## src/rtl/por_sequencer.sv

```systemverilog
module por_sequencer #(
  parameter int SYNC_STAGES  = 2,
  parameter int PRELOAD      = 16,
  parameter bit USE_HOLD_PIN = 1'b1
) (
  input  logic clk,
  input  logic hold_pin,
  output logic rst_out,
  output logic released
);
  localparam int CW = $clog2(PRELOAD + 1);
  localparam logic [CW-1:0] LOAD = CW'(PRELOAD);

  logic                   src_en;
  logic [SYNC_STAGES-1:0] sync_q = '0;
  logic [CW-1:0]          cnt_q  = LOAD;
  logic [CW-1:0]          cnt_d;
  logic                   rst_q  = 1'b1;
  logic                   en;

  generate
    if (USE_HOLD_PIN) begin : g_pin
      assign src_en = ~hold_pin;
    end else begin : g_fixed
      assign src_en = 1'b1;
    end
  endgenerate

  generate
    if (SYNC_STAGES == 1) begin : g_one
      always_ff @(posedge clk) sync_q <= src_en;
    end else begin : g_chain
      always_ff @(posedge clk) sync_q <= {sync_q[SYNC_STAGES-2:0], src_en};
    end
  endgenerate

  assign en    = sync_q[SYNC_STAGES-1];
  assign cnt_d = (en && cnt_q != '0) ? cnt_q - 1'b1 : cnt_q;

  always_ff @(posedge clk) begin
    cnt_q <= cnt_d;
    rst_q <= (cnt_d != '0);
  end

  assign rst_out  = rst_q;
  assign released = ~rst_q;

  initial begin
    if (PRELOAD < 1 || SYNC_STAGES < 1)
      $error("por_sequencer: PRELOAD and SYNC_STAGES must be at least 1");
  end

  logic armed = 1'b0;
  always_ff @(posedge clk) armed <= 1'b1;

  p_no_reassert_r6: assert property (@(posedge clk) disable iff (!armed)
    !rst_q |=> !rst_q);

  p_step_one_r4: assert property (@(posedge clk) disable iff (!armed)
    (cnt_q != $past(cnt_q)) |-> (cnt_q == $past(cnt_q) - 1'b1) && $past(en));

  p_hold_freezes_r3: assert property (@(posedge clk) disable iff (!armed)
    !en |=> $stable(cnt_q) && (rst_q || $past(!rst_q)));

  p_release_at_zero_r5: assert property (@(posedge clk) disable iff (!armed)
    $fell(rst_q) |-> (cnt_q == '0) && ($past(cnt_q) == 1));
endmodule

```

## config.mk

```make
export PLATFORM = sky130hd
export DESIGN_NAME = por_sequencer
export DESIGN_NICKNAME = d
export VERILOG_FILES = /design/src/rtl/por_sequencer.sv
export SDC_FILE = /design/constraint.sdc
export NUM_CORES = 1
export LEC_CHECK = 0
export BUFFER_PORTS_ARGS = -buffer_cell sky130_fd_sc_hd__clkbuf_2
export CAP_MARGIN = 20
export CORE_AREA = 2 2 39 41
export CTS_CLUSTER_SIZE = 10
export DETAILED_ROUTE_END_ITERATION = 7
export DIE_AREA = 0 0 41 43
export MAX_ROUTING_LAYER = met4
export PLACE_DENSITY = 0.51
export SETUP_SLACK_MARGIN = 0.3
export SLEW_MARGIN = 20
export SYNTH_ARGS = -nofsm -noshare
export SYNTH_HDL_FRONTEND = slang
export SYNTH_SLANG_ARGS = --single-unit
```

## constraint.sdc

```tcl
create_clock -name clk -period 2.7 [get_ports clk]
set_input_delay 0.135 -clock clk [delete_from_list [all_inputs] [get_ports clk]]
set_output_delay 0.135 -clock clk [all_outputs]
set_load 0.005 [all_outputs]
```

==> results.ini, run 1 <==
[yosys]
ys.flop_type=dfxtp_1
syn_nets=38
synth-compound-area-share_pct=16.5
synthTopCellsByArea=dfxtp_1 48%, o41ai_4 8.3%, nand2_1 7.9%, inv_1 6.8%, xnor2_1 5.3%
syn_inst=35
synthArstFlopShare_pct=0
synth_fa_ha_area_share_pct=3.76
synth_most_common_cell=dfxtp_1
synth-xor-area-share_pct=5.26
yosys_warnings=0
synthMuxAreaShare_pct=3.01
synth-edff-count=0
synth_seq_cells=8
synth_cell_type_count=14
synth_area_um2=333
synth_top_cell_by_area=dfxtp_1
yosys.area_share.simple_pct=15.4
seq_area_frac_synth_pct=48.1
avgSynthCellArea_um2=9.51
synth_top_area_share_pct=48.1
synthTopCellsByCount=8 x dfxtp_1, 7 x nand2_1, 6 x inv_1
synth_top_family_by_area=compound AO/OA/AOI/OAI gates

[cts]
cts.sinks=8
cts_resized=0
htreeDepth=1
clk_latency_ns=0.25
cts_tree=built
cts_root_buf=clkbuf_4
cts_setup_buffers=0
cts_buffers=3
ctsLongestPathBuffers=2
path_clk_slew_ns=0.05
cts_hold_buf=0

[setup_path]
rr_endpoint=rst_out
crit_family=compound AO/OA/AOI/OAI gates
end_kind=flip-flop
cp_max_fo=4
rrSetupSlack_ns=1.11
path_cells=inv_1 > ha_1 > inv_2 > o41ai_4 > mux2i_1 > nand4_1
startpoint_type=flip-flop
cpMaxStageDelayCell=o41ai_4
cpPeakStageDelay_ns=0.45
r2r-start=cnt_q[0]
r2r.worst_path.cells=6
crit_buf_inv=2
critPathKind=reg -> reg
required_ns=2.82
crit_arrival_ns=1.71

[finish]
n_antenna_cell=0
fin_nets=46
area_growth_pct=17.3
drive_above_1_share_pct=22.0
fin_cells=57
fillers=151

[drt]
drt_iter0_markers=1
vias=238
dr.pass1.iters=2
wire_per_inst_um=8.11
vias_per_cell=4.18
drtAntennaViolNets=0
routed_wl_um=462
drc=0

[global_route]
grt_pass1_wl_um=903
grtUsageTotal_pct=8.46
antenna_found_initial=0
grt_pass1_vias=240
grt_max_degree=5
overflow=0

[flow_run]
maxCapViolations=0

[sta]
fin_tns_setup_ns=0
worst_pin_slew_ns=0.376
fin_skew_ns=0.0000677
setup-violations-final=0
min_period_over_period_pct=58.9
period_needed_ns=1.59
slew_headroom_pct=74.8
max_freq_ghz=0.629
hold_viol=0
slew_viol_final=0
rsz0062_at_grt=false

[floorplan]
die_w_um=41
die_h_um=43
std_cell_rows=14
top_level_ports=4
placeableCoreArea_mm2=0.00138
start_util_pct=24.1
dieArea_mm2=0.00176

[place]
portBuffers=3
dp.cells=54
gp_congestion=0.718
hpwl_um=388

[pwr]
peakVddDrop_mv=0.513
p_leak_nw=0.182
power_density_mw_per_mm2=1220

[worst_hold_path]
hp-start=hold_pin
hold_path_end=sync_q[0]
hold_depth=2
holdCritPathClass=in -> reg

[run_status]
status=finished, final reports clean

==> metrics by stage <==
stage                     total power, mW  hold slack (ns)  utilization [%]  cell area [µm²]  setup WS, ns
after detailed placement            0.397            0.281             26.6              368          1.10
after CTS                           0.487           0.0206             28.2              390          1.08
after global placement              0.393            0.278             26.6              368          1.12
after floorplan                     0.350            0.192                -              333          1.23
final                               0.477           0.0335             28.2              390          1.11
after global routing                0.534          0.00965             28.2              390         0.936
==> kinds of logic after synthesis <==
logic type,after synthesis
and+or+nand+nor,10
adders and majority gates,1
DFF,8
buffers and inverters,7
xor gates and xnor gates,2
muxes,1
AOI/OAI and AO/OA,6
==> where the power goes <==
group | leakage [nW] | switching (mW) | internal (mW)
logic | 0.101 | 0.0899 | 0.0773
registers | 0.0670 | 0.0550 | 0.168
clock network | 0.0138 | 0.0362 | 0.0506
total | 0.182 | 0.181 | 0.296
==> layer usage <==
metal  up-vias  track usage (%)  share of wire (%)
li1        128                -                  -
met1       103             9.09                 47
met2         7             10.3                 43
met3         0             9.42                9.7
met4         0             2.00                  0
met5         -                -                  0
==> final cells by class <==
type                    instances  area [µm²]  area share, %
multi-input cells              20         146           37.5
inverters                       7        26.3           6.73
repair buffers                  3        15.0           3.85
clock buffers                   3        22.5           5.77
flip-flops and latches          8         160           41.0
well taps                      16        20.0           5.13
==> placed cells by master, fill, tap and decap left out, types with 2 or more instances in the layout <==
| cell type | instances |
|---|---|
| inv_1 | 6 |
| o21ai_0 | 3 |
| xnor2_1 | 2 |
| clkbuf_2 | 3 |
| dfxtp_1 | 8 |
| clkbuf_4 | 3 |
| nand2_1 | 7 |
==> sequential cells by signal, indices dropped and copies added, names as in the netlist <==
| register | flops |
|---|---|
| sync_q | 2 |
| cnt_q | 5 |
| rst_out | 1 |
==> worst max-delay path by stage <==
stage                        start      end  slack [ns]  depth (start not counted)
after floorplan           cnt_q[0]  rst_out        1.23                          6
after global placement    cnt_q[0]  rst_out        1.12                          6
after detailed placement  cnt_q[0]  rst_out        1.10                          6
after CTS                 cnt_q[0]  rst_out        1.08                          6
after global routing      cnt_q[0]  rst_out        0.94                          6
final                     cnt_q[0]  rst_out        1.11                          6
No activity file was read; power rests on OpenSTA's default activity.
==> run 2: changes to the inputs <==
PLACE_DENSITY = 0.52   (was 0.51)
clock period = 1.3 ns   (was 2.7 ns; I/O delays follow)
==> run 2 against run 1 <==
Net effect: sequential power up 110%; count of clock-buffer cells in the layout is the same; global-route usage grew 2.4 points; highest routed layer is now met4; sequential cell count is the same; largest power group is now combinational logic; critical path type unchanged; largest cell class is now multi-input gates.
==> results.ini, run 2 (same netlist as run 1, synthesis figures left out) <==
[drt]
vias_per_cell=4.13
routed_wl_um=627
wire_per_inst_um=9.36
vias=277
drtAntennaViolNets=0
drc=0
dr.pass1.iters=2
drt_iter0_markers=1

[setup_path]
r2r.worst_path.cells=6
end_kind=flip-flop
crit_arrival_ns=1.39
r2r-start=cnt_q[1]
rr_endpoint=rst_out
startpoint=cnt_q[1]
startpoint_type=flip-flop
cp_max_fo=2
required_ns=1.43
rrSetupSlack_ns=0.04
critPathKind=reg -> reg
endpoint=rst_out

[pwr]
peakVddDrop_mv=1.45
p_leak_nw=0.249
power_density_mw_per_mm2=2600
power_mw=1.36

[cts]
cts.sinks=8
htreeDepth=1
ctsLongestPathBuffers=2
path_clk_slew_ns=0.05
clk_latency_ns=0.25
cts_buffers=3
cts_tree=built
cts_root_buf=clkbuf_4

[global_route]
grt_max_degree=5
overflow=0
antenna_found_initial=0
grtUsageTotal_pct=10.8
grt_pass1_vias=297
grt_pass1_wl_um=1130

[floorplan]
start_util_pct=24.1
top_level_ports=4
dieArea_mm2=0.00176
die_h_um=43
placeableCoreArea_mm2=0.00138
std_cell_rows=14
die_w_um=41

[worst_hold_path]
holdCritPathClass=reg -> reg
hold_depth=0

[sta]
setup-violations-final=0
rsz0062_at_grt=true
hold_viol=0
slew_viol_final=0
setup_ws_ns=0.0405
slew_headroom_pct=80.7
max_freq_ghz=0.794
fin_skew_ns=0.00232
min_period_over_period_pct=96.9
hold_slack_ns=0.326
worst_pin_slew_ns=0.289
period_needed_ns=1.26

[finish]
drive_above_1_share_pct=54.9
top_register=cnt_q
design_area_um2=522
n_antenna_cell=0
fin_nets=56
area_growth_pct=56.8
fillers=146
regArea_um2=163
multi_input_area_um2=191
mostFrequentLayoutCells=8 x buf_4, 6 x dfxtp_1, 5 x nand2_1
largest_reg_flops=5
final_common_cell=buf_4

[place]
place_ws_ns=0.0281
place_area_um2=420
hpwl_um=463
portBuffers=3
gp_congestion=0.666

[flow_run]
maxCapViolations=0

[run_status]
status=finished, final reports clean

==> run 2: cell count changes in the layout (fill, tap and decap cells not counted), sizes merged <==
cell	delta
dlygate4sd3	+1
buf	+9
==> run 2: per-layer routing <==
layer	routed length [µm]	track usage [%]
met1	214	8.44
met2	359	17.2
met3	44	7.85
met4	8	6.00
met5	0	-
==> run 2: critical path: stages, from the launching register on <==
cell and delay, ns:
dfxtp_2 0.32, inv_2 0.07, ha_4 0.15, inv_4 0.04, o41ai_4 0.24, mux2i_1 0.24, nand4_1 0.09
==> run 2: worst min-delay path by stage <==
| stage | to | startpoint | slack [ns] |
|---|---|---|---|
| floorplan | sync_q[0] | hold_pin | 0.12 |
| global placement | sync_q[0] | hold_pin | 0.21 |
| detailed placement | sync_q[0] | hold_pin | 0.21 |
| CTS | sync_q[1] | sync_q[0] | 0.33 |
| global route | sync_q[1] | sync_q[0] | 0.34 |
| finish | sync_q[1] | sync_q[0] | 0.33 |
==> run 2: repair_timing <==
item	4_1_cts	5_1_grt
pin swaps	2	1
gates resized for setup	6	5
setup buffers	2	2
hold buffers	1	0
setup endpoints to repair	4	5
cloned	0	0
endpoints found under the hold margin	1	0
==> run 2: layout make-up <==
| cell class | count | area share (%) |
|---|---|---|
| Clock buffer | 3 | 4.32 |
| Timing Repair Buffer | 13 | 18.5 |
| Tap cell | 16 | 3.84 |
| Sequential cell | 8 | 31.2 |
| Inverter | 7 | 5.52 |
| Multi-Input combinational cell | 20 | 36.7 |
==> run 2: metrics by stage <==
stage,instances,setup TNS [ns],util (%)
finish,67,0,37.7
global placement,59,0,30.4
detailed placement,59,0,30.4
CTS,65,0,35.4
global route,67,-0.0429,37.7
floorplan,35,0,-
==> run 2: power breakdown <==
group	internal, mW	switching (mW)
clock network	0.105	0.0757
registers	0.356	0.112
logic	0.392	0.315
total	0.854	0.503
